<file path="src/rtl/seedrng_pkg.sv">
package seedrng_pkg;
  localparam int DATA_W  = 32;
  localparam int ADDR_W  = 9;
  localparam int N_WORDS = 5;
  localparam int IDX_W   = $clog2(N_WORDS);
  localparam int PH_W    = $clog2(N_WORDS + 2);
  localparam int SPAN    = 4 * N_WORDS;

  localparam logic [ADDR_W-1:0] OFS_CTRL = 9'h000;
  localparam logic [ADDR_W-1:0] OFS_STAT = 9'h010;
  localparam logic [ADDR_W-1:0] OFS_SEED = 9'h140;
  localparam logic [ADDR_W-1:0] OFS_RES  = 9'h160;

  // control bits
  localparam int CB_ENGINE = 3;
  localparam int CB_START  = 4;
  // status bits
  localparam int SB_READY  = 0;
  localparam int SB_SEEDOK = 1;
  localparam int SB_BUSY   = 2;
  localparam int SB_PART   = 3;
  localparam int SB_MSG    = 4;
  localparam int SB_DONE   = 5;
  localparam int SB_ERR    = 7;

  localparam logic [DATA_W-1:0] ZERO_SUBST = 32'h2545_F491;

  typedef enum logic [2:0] {
    RK_NONE, RK_CTRL, RK_STAT, RK_SEED, RK_RES
  } rkind_e;

  typedef struct packed {
    rkind_e           kind;
    logic [IDX_W-1:0] idx;
  } rdec_t;

  typedef logic [N_WORDS-1:0][DATA_W-1:0] wordvec_t;

  function automatic wordvec_t xs_step(input wordvec_t s);
    logic [DATA_W-1:0] t;
    wordvec_t          n;
    t = s[0] ^ (s[0] >> 2);
    for (int i = 0; i < N_WORDS - 1; i++) n[i] = s[i+1];
    n[N_WORDS-1] = (s[N_WORDS-1] ^ (s[N_WORDS-1] << 4)) ^ (t ^ (t << 1));
    return n;
  endfunction
endpackage

</file>
<file path="src/rtl/seedrng_decode.sv">
module seedrng_decode
  import seedrng_pkg::*;
(
  input  logic [ADDR_W-1:0] addr,
  output rdec_t             dec
);
  logic [ADDR_W-1:0] seed_off;
  logic [ADDR_W-1:0] res_off;

  assign seed_off = addr - OFS_SEED;
  assign res_off  = addr - OFS_RES;

  always_comb begin
    dec.kind = RK_NONE;
    dec.idx  = '0;
    if (addr[1:0] == 2'b00) begin
      if (addr == OFS_CTRL) begin
        dec.kind = RK_CTRL;
      end else if (addr == OFS_STAT) begin
        dec.kind = RK_STAT;
      end else if (addr >= OFS_SEED && seed_off < ADDR_W'(SPAN)) begin
        dec.kind = RK_SEED;
        dec.idx  = seed_off[IDX_W+1:2];
      end else if (addr >= OFS_RES && res_off < ADDR_W'(SPAN)) begin
        dec.kind = RK_RES;
        dec.idx  = res_off[IDX_W+1:2];
      end
    end
  end
endmodule

</file>
<file path="src/rtl/seedrng_regs.sv">
module seedrng_regs
  import seedrng_pkg::*;
(
  input  logic              clk,
  input  logic              rst_n,
  input  logic              wr_en,
  input  rdec_t             dec,
  input  logic [DATA_W-1:0] wdata,
  input  logic              busy,
  input  logic              done_evt,
  output logic [DATA_W-1:0] ctrl,
  output logic [DATA_W-1:0] status,
  output wordvec_t          seeds,
  output logic              launch
);
  logic [DATA_W-1:0]  ctrl_q, ctrl_d;
  logic               ctrl_en;
  wordvec_t           seed_q, seed_d;
  logic [N_WORDS-1:0] flag_q, flag_d, seed_hit;
  logic [2:0]         sb_q, sb_d;   // {done, msg, partial}
  logic               seed_ok;

  for (genvar g = 0; g < N_WORDS; g++) begin : g_hit
    assign seed_hit[g] = wr_en && dec.kind == RK_SEED && dec.idx == IDX_W'(g);
  end

  assign seed_ok = &flag_q;
  assign ctrl_en = wr_en && dec.kind == RK_CTRL;
  assign launch  = ctrl_en && seed_ok && wdata[CB_ENGINE] && wdata[CB_START] && !busy;

  always_comb begin
    ctrl_d = wdata & ~(DATA_W'(1) << CB_START);
    seed_d = seed_q;
    flag_d = flag_q;
    for (int i = 0; i < N_WORDS; i++) begin
      if (seed_hit[i]) begin
        seed_d[i] = wdata;
        flag_d[i] = 1'b1;
      end
    end
    sb_d = sb_q;
    if (wr_en && dec.kind == RK_STAT) sb_d = {wdata[SB_DONE], wdata[SB_MSG], wdata[SB_PART]};
    if (done_evt) sb_d[2] = 1'b1;
  end

  always_ff @(posedge clk or negedge rst_n) begin
    if (!rst_n) begin
      ctrl_q <= '0;
      seed_q <= '0;
      flag_q <= '0;
      sb_q   <= '0;
    end else begin
      if (ctrl_en) ctrl_q <= ctrl_d;
      if (|seed_hit) begin
        seed_q <= seed_d;
        flag_q <= flag_d;
      end
      sb_q <= sb_d;
    end
  end

  always_comb begin
    status            = '0;
    status[SB_READY]  = 1'b1;
    status[SB_SEEDOK] = seed_ok;
    status[SB_BUSY]   = busy;
    status[SB_PART]   = sb_q[0];
    status[SB_MSG]    = sb_q[1];
    status[SB_DONE]   = sb_q[2];
  end

  assign ctrl  = ctrl_q;
  assign seeds = seed_q;

  p_start_self_clear_r3: assert property (@(posedge clk) disable iff (!rst_n)
    ctrl_en |=> !ctrl_q[CB_START]);
  p_seed_ok_sticky_r4: assert property (@(posedge clk) disable iff (!rst_n)
    seed_ok |=> seed_ok);
  p_done_sets_bit_r10: assert property (@(posedge clk) disable iff (!rst_n)
    done_evt |=> status[SB_DONE]);
endmodule

</file>
<file path="src/rtl/seedrng_core.sv">
module seedrng_core
  import seedrng_pkg::*;
(
  input  logic     clk,
  input  logic     rst_n,
  input  logic     launch,
  input  wordvec_t seeds,
  output logic     busy,
  output logic     done_evt,
  output wordvec_t results
);
  localparam logic [PH_W-1:0] PH_LAST   = PH_W'(N_WORDS);
  localparam logic [PH_W-1:0] PH_COMMIT = PH_W'(N_WORDS + 1);

  logic [PH_W-1:0] ph_q, ph_d;
  wordvec_t        st_q, st_d, stg_q, stg_d, res_q, start_vec;
  logic            st_en, commit, done_q;

  always_comb begin
    start_vec    = seeds;
    if (seeds == '0) start_vec[0] = ZERO_SUBST;
    ph_d   = ph_q;
    st_d   = st_q;
    stg_d  = stg_q;
    st_en  = 1'b0;
    commit = (ph_q == PH_COMMIT);
    if (ph_q == '0) begin
      if (launch) begin
        st_d  = start_vec;
        st_en = 1'b1;
        ph_d  = PH_W'(1);
      end
    end else if (ph_q <= PH_LAST) begin
      st_d  = xs_step(st_q);
      st_en = 1'b1;
      for (int i = 0; i < N_WORDS; i++)
        if (ph_q == PH_W'(i + 1)) stg_d[i] = st_d[N_WORDS-1];
      ph_d = ph_q + 1'b1;
    end else begin
      ph_d = '0;
    end
  end

  always_ff @(posedge clk or negedge rst_n) begin
    if (!rst_n) begin
      ph_q   <= '0;
      st_q   <= '0;
      stg_q  <= '0;
      res_q  <= '0;
      done_q <= 1'b0;
    end else begin
      ph_q <= ph_d;
      if (st_en) begin
        st_q  <= st_d;
        stg_q <= stg_d;
      end
      if (commit) res_q <= stg_q;
      done_q <= commit;
    end
  end

  assign busy     = (ph_q != '0);
  assign done_evt = done_q;
  assign results  = res_q;

  p_busy_after_launch_r6: assert property (@(posedge clk) disable iff (!rst_n)
    launch |=> busy);
  p_no_launch_when_busy_r6: assert property (@(posedge clk) disable iff (!rst_n)
    busy |-> !launch);
  p_done_on_busy_fall_r7: assert property (@(posedge clk) disable iff (!rst_n)
    $fell(busy) |-> done_evt);
  p_results_hold_idle_r7: assert property (@(posedge clk) disable iff (!rst_n)
    !busy |=> $stable(res_q));
endmodule

</file>
<file path="src/rtl/seedrng_periph.sv">
module seedrng_periph
  import seedrng_pkg::*;
(
  input  logic              clk,
  input  logic              rst_n,
  input  logic              bus_sel,
  input  logic              bus_wr,
  input  logic [ADDR_W-1:0] bus_addr,
  input  logic [DATA_W-1:0] bus_wdata,
  output logic [DATA_W-1:0] bus_rdata
);
  logic [1:0]        rst_sync_q;
  logic              rst_core_n;
  rdec_t             dec;
  logic              wr_en, rd_en, launch, busy, done_evt;
  logic [DATA_W-1:0] ctrl, status;
  wordvec_t          seeds, results;

  always_ff @(posedge clk or negedge rst_n) begin
    if (!rst_n) rst_sync_q <= 2'b00;
    else        rst_sync_q <= {rst_sync_q[0], 1'b1};
  end
  assign rst_core_n = rst_sync_q[1];

  assign wr_en = bus_sel && bus_wr;
  assign rd_en = bus_sel && !bus_wr;

  seedrng_decode u_dec (.addr(bus_addr), .dec(dec));

  seedrng_regs u_regs (
    .clk(clk), .rst_n(rst_core_n), .wr_en(wr_en), .dec(dec), .wdata(bus_wdata),
    .busy(busy), .done_evt(done_evt), .ctrl(ctrl), .status(status),
    .seeds(seeds), .launch(launch)
  );

  seedrng_core u_core (
    .clk(clk), .rst_n(rst_core_n), .launch(launch), .seeds(seeds),
    .busy(busy), .done_evt(done_evt), .results(results)
  );

  always_comb begin
    bus_rdata = '0;
    if (rd_en) begin
      case (dec.kind)
        RK_CTRL: bus_rdata = ctrl;
        RK_STAT: bus_rdata = status;
        RK_RES:  bus_rdata = results[dec.idx];
        default: bus_rdata = '0;
      endcase
    end
  end

  p_idle_bus_zero_r2: assert property (@(posedge clk) disable iff (!rst_core_n)
    !rd_en |-> bus_rdata == '0);
endmodule

</file>
<file path="config.mk">
export PLATFORM = sky130hd
export DESIGN_NAME = seedrng_periph
export DESIGN_NICKNAME = d
export VERILOG_FILES = /design/src/rtl/seedrng_pkg.sv /design/src/rtl/seedrng_decode.sv /design/src/rtl/seedrng_regs.sv /design/src/rtl/seedrng_core.sv /design/src/rtl/seedrng_periph.sv
export SDC_FILE = /design/constraint.sdc
export NUM_CORES = 1
export LEC_CHECK = 0
export BUFFER_PORTS_ARGS = -buffer_cell sky130_fd_sc_hd__buf_2
export CORE_AREA = 2 2 325 327
export DETAILED_ROUTE_END_ITERATION = 16
export DIE_AREA = 0 0 327 329
export HOLD_SLACK_MARGIN = 0.12
export SLEW_MARGIN = 30
export SYNTH_ARGS = -nofsm -noshare
export SYNTH_HDL_FRONTEND = slang
export SYNTH_HIERARCHICAL = 1
export SYNTH_SLANG_ARGS = --single-unit
</file>
<file path="constraint.sdc">
create_clock -name clk -period 28.7 [get_ports clk]
set_input_delay 2.87 -clock clk [delete_from_list [all_inputs] [get_ports clk]]
set_output_delay 2.87 -clock clk [all_outputs]
set_load 0.03 [all_outputs]
</file>
# Yosys cells after proc, flatten, opt, wreduce, memory -nomap -nowiden

Index checks and enable logic that the tools add are counted.

Memory bits (writable): 0
Input bits: 45
Output and inout bits: 32
Memories: 0
Memory bits (read-only): 0
Flip-flop bits (word level): 685
Bits in latches: 0

Eq/ne operators: 16
$add $sub $neg: 3
Reductions and logical operators: 39
Bitwise operators: 5
Div/mod/pow operators: 0
Multipliers: 0
Shift-type cells: 0
Multiplexer cells: 23
$lt $le $gt $ge: 6

Operators with widths:

| operator                                                 | count |
|---|---|
| 2-to-1 mux 160 bit                                       | 3 |
| zero test 160 bit                                        | 1 |
| binary-select mux 32 bit (select 3 bit)                  | 1 |
| 2-to-1 mux 32 bit                                        | 3 |
| one-hot mux 32 bit (3 select lines)                      | 1 |
| bitwise XOR 32 bit                                       | 3 |
| bitwise XOR 32 x 30 -> 32 bit                            | 1 |
| 2-to-1 mux 3 bit                                         | 8 |
| AND reduction 4 bit                                      | 5 |
| == test 3 x 2 -> 1 bit, second input constant            | 6 |
| greater-or-equal comparator 9 bit, second input constant | 2 |
| < comparator 9 x 5 -> 1 bit, second input constant       | 2 |
| 2-to-1 mux 6 bit                                         | 3 |
| subtractor 9 bit, second input constant                  | 2 |
| logical AND 1 bit                                        | 16 |
| == test 3 bit, second input constant                     | 5 |
| AND reduction 2 bit                                      | 5 |
| == test 3 x 1 -> 1 bit, second input constant            | 3 |
| == test 9 x 5 -> 1 bit, second input constant            | 1 |
| zero test 9 bit                                          | 1 |
| zero test 3 bit                                          | 2 |
| AND reduction 5 bit                                      | 1 |
| OR reduction 5 bit                                       | 1 |
| < comparator 3 x 4 -> 1 bit, second input constant       | 1 |
| 10 further kinds                                         | 15 |

# Depth between registers and ports, before layout

Word-level depth: 17
Mapped depth: 15

# Cells and area by module

The synthesis kept the hierarchy.

Modules (own cells, without submodules):

| module         | instances | area an instance (um2) | cells an instance | seq. area each (um2) |
|---|---|---|---|---|
| seedrng_core   | 1         | 20414.6                | 1897              | 12111.6 |
| seedrng_regs   | 1         | 7810.0                 | 468               | 4979.8 |
| seedrng_periph | 1         | 2622.5                 | 353               | 50.0 |
| seedrng_decode | 1         | 185.2                  | 25                | 0.0 |

# Least setup slack after synthesis

Ideal clock, no wire load.

Path type: in2out
From: in bus_addr[7]
To: out bus_rdata[0]
Path slack: 20582 ps
Data arrival time: 5248 ps
Cell stages on the path: 10
Buffers on the path: 1
Path through: inv_1 -> ha_1 -> nor3b_4 -> o21ai_2 -> nor3_1 -> buf_2 -> or4bb_1 -> o221ai_1 -> a2bb2oi_1 -> nor2_1

RTL lines:

| what            | RTL line             | RTL |
|---|---|---|
| start, declared | seedrng_periph.sv:8  | `input logic [ADDR_W-1:0] bus_addr,` |
| end, declared   | seedrng_periph.sv:10 | `output logic [DATA_W-1:0] bus_rdata` |

==> flow_summary.toml <==
[outcome]
outcome = "finished clean"

[worst_setup_path]
slowest_stage = "buf_4"
rr_startpoint = "u_core/ph_q[0]$_DFFE_PN0P_"
timing.reg2reg.setup_slack_ps = 23710
worstPathMaxFanout = 72
critical_path.startpoint = "bus_addr[6]"
cp.arrival_ps = 6140
path_cells = "buf_2, inv_1, ha_1, nor3b_4, o21ai_2, nor3b_2, buf_4, buf_4, mux2i_1, a21oi_2, a2bb2oi_1, nor2_2, buf_2"
critPathMaxStageDelay_ps = 820
setup.worst_path.class = "input port to primary output"
cp-endpoint = "bus_rdata[13]"
rr_worst_depth = 13
timing.critical_path.to_type = "primary output"
critPathRequiredTime_ps = 25830
setup.worst_path.start_class = "input port"
reg2reg_to = "u_core/st_q[12]$_DFFE_PN0P_"

[routing]
drt_pass1_iterations = 4
post_drt_wl_per_cell_um = 19.7
drt.antenna.violating_nets = 0
wl_met2_mm = 37.8
detailedRoute.firstIterationViolations = 1426
met1Wirelength_mm = 39.2
drt_drc_violations_left = 0
route.met3.wl_mm = 3.05
route.final.wire_length_mm = 82.1
post_drt_via_cell_ratio = 4.88
routed-via-count = 20393
top_layer_used = "met5"

[grt]
number_of_global_route_vias_before_repair = 20457
grt_start_max_net_pins = 166
number_of_antenna_violations_at_the_first_check_in_global_routing = 3
first_pass_grt_wire_length_mm = 128
overflow = 0
grt.total_usage_pct = 15.3

[layout]
post_route_cells_drive_above_1_share_pct = 24.1
most-common-layout-cells = "dfrtp_1 (684), nand2_1 (415), mux2_2 (323)"
num-fill-cells = 10382
layout.cells.most_common = "dfrtp_1"
area_overhead_vs_synth_pct = 12.3
regArea_um2 = 17100
multi_input_area_um2 = 12800
nets_finish = 2787

[timing]
clock_tree_skew_after_final_layout_ps = 24.1
finalMaxSlewViolations = 0
worst_slew_margin_rel_pct = 28.1
grt_setup_unrepaired = "false"
max_slew.worst_pin.slew_ps = 1070
timing.final.crit_share_pct = 31.4
timing.setup.tns_ps = 0
fin_crit_ps = 9010
setup_violations = 0
fmax_mhz = 111
final_hold_viol_count = 0
whs_ps = 348

[clock_tree]
clock_insertion_delay_worst_skew_ps = 610
clock-root-buffer = "clkbuf_16"
clk_transition_reported_paths_ps = 60
cts_hold_repair.buffers = 0
post_cts_setup_driven_buffer_insertion_count = 0
clock_path_buffers = 3
cts_buffers = 71
cts-resized-gates = 0
cts.sink_count = 685
cts_tree = "yes"
h-tree-depth = 3

[floorplanning]
die_area_um2 = 108000
starting_density_pct = 29.7
number_of_rows_in_the_core_area = 119
chipHeight_um = 329
coreArea_um2 = 104000
num_io_pins = 77
die_w_um = 327

[power]
power_leakage_nw = 15.6
peak_supply_drop_v = 0.0000341
power_per_cell_area_nw_per_um2 = 55.6

[place]
place.port_buffers = 76
dp.final_hpwl_mm = 53.7
gp_congestion = 0.774

[synth]
warnings_from_yosys = 6
yosys_most_used_dff = "dfrtp_1"
synth-edff-count = 0
synthesis.area_per_instance_um2 = 11.3
async_set_or_reset_flop_fraction_in_the_synthesized_netlist_pct = 100
synth.lib_cells_used.distinct = 68
yosys_register_bits = 685
synth.cell_area_um2 = 31000
synthesis.instances = 2743
seq_area_frac_synth_pct = 55.2

[run]
max_cap_viol_count = 0

[hold_path]
hold_path_class = "flop to flop"
holdPathStages = 0
==> cells in the mapped netlist, types with 3 or more instances <==
master,count,area (um2)
dfrtp_1,685,17100
nand2_1,420,1580
mux2_2,323,3640
o21ai_0,208,1040
nor2_1,134,503
a31oi_1,114,713
xnor2_1,95,832
buf_2,91,455
clkbuf_1,72,270
a21oi_1,67,335
inv_1,41,154
nor4_1,39,244
buf_4,38,285
a22oi_1,32,240
a2bb2oi_1,32,280
mux2i_1,32,320
o221ai_1,32,280
a21oi_2,30,263
nor2_2,30,188
mux2_4,29,435
a21o_1,26,195
or4bb_1,18,203
o21ai_1,15,75.1
a311oi_1,14,123
nand4bb_1,14,158
xor2_1,14,123
buf_1,10,37.5
nand4_1,10,62.6
buf_6,8,90.1
ha_1,8,100
nor2b_1,5,31.3
nand2b_1,4,25.0
xnor3_1,4,90.1
and4bb_2,3,37.5
buf_12,3,60.1
conb_1,3,11.3
nand3_1,3,15.0
xnor2_2,3,48.8
==> per-stage QoR <==
stage	area [um2]	setup slack [ps]	utilization, %	instances	power (mW)
floorplan	31100	8190	-	2769	1.01
global placement	32500	19750	31.1	4050	1.03
detailed placement	32500	19700	31.1	4051	1.03
CTS	34800	19690	33.4	4171	1.96
global route	34900	19500	33.4	4172	2.00
finish	34900	19690	33.4	4175	1.94
==> layout make-up <==
cell class,instances,area share [%]
Antenna cell,3,0.0215
Clock inverter,13,0.452
Inverter,42,0.467
Clock buffer,107,6.19
Sequential cell,685,49.2
Multi-Input combinational cell,1819,36.6
Tap cell,1391,4.99
Timing Repair Buffer,115,2.10
==> sequential cells by signal (all words and copies together), names as in the netlist <==
register,count
rst_sync_q,2
u_regs/seeds,160
u_core/st_q,160
u_core/stg_q,160
u_regs/sb_q,3
u_core/done_evt,1
u_core/results,160
u_core/ph_q,3
u_regs/flag_q,5
u_regs/ctrl,31
==> metal layers <==
metal | vias up | global-route usage (%)
met3 | 103 | 1.88
li1 | 9551 | -
met1 | 10362 | 21.6
met5 | - | 0
met4 | 2 | 4.66
met2 | 375 | 24.4
==> cells by family (layout without fill, tap and decap cells) <==
kind of cell             after synthesis  in the layout  share of synthesized area [%]
AND/OR/NAND/NOR                      700            700                           10.5
other                                  3             32                         0.0363
buffers and inverters                265            277                           4.39
multiplexers                         385            385                           14.2
flip-flops                           685            685                           55.2
AO/OA/AOI/OAI                        580            580                           11.8
XOR/XNOR                             117            117                           3.58
adder cells (fa/ha/maj)                8              8                          0.323
==> worst min path at each step <==
| stage | start | to |
|---|---|---|
| after global routing | rst_sync_q[0]$_DFF_PN0_ | rst_sync_q[1]$_DFF_PN0_ |
| final | rst_sync_q[0]$_DFF_PN0_ | rst_sync_q[1]$_DFF_PN0_ |
| after detailed placement | rst_sync_q[0]$_DFF_PN0_ | rst_sync_q[1]$_DFF_PN0_ |
| after CTS | rst_sync_q[0]$_DFF_PN0_ | rst_sync_q[1]$_DFF_PN0_ |
| after global placement | rst_sync_q[0]$_DFF_PN0_ | rst_sync_q[1]$_DFF_PN0_ |
| after floorplan | rst_sync_q[0]$_DFF_PN0_ | rst_sync_q[1]$_DFF_PN0_ |
==> worst max-delay path, delay by kind of cell <==
kind | cells | cell delay (ps)
fa+ha+maj | 1 | 270
compound gates | 3 | 600
buf+inv | 5 | 1540
simple gates | 3 | 490
mux | 1 | 310
==> where the power goes <==
part / internal [mW] / total [mW] / switching, mW
clock: 0.545 / 0.925 / 0.380
combinational: 0.00877 / 0.0404 / 0.0317
sequential: 0.969 / 0.973 / 0.00404
total: 1.52 / 1.94 / 0.416
(Power assumes the default switching activity.)
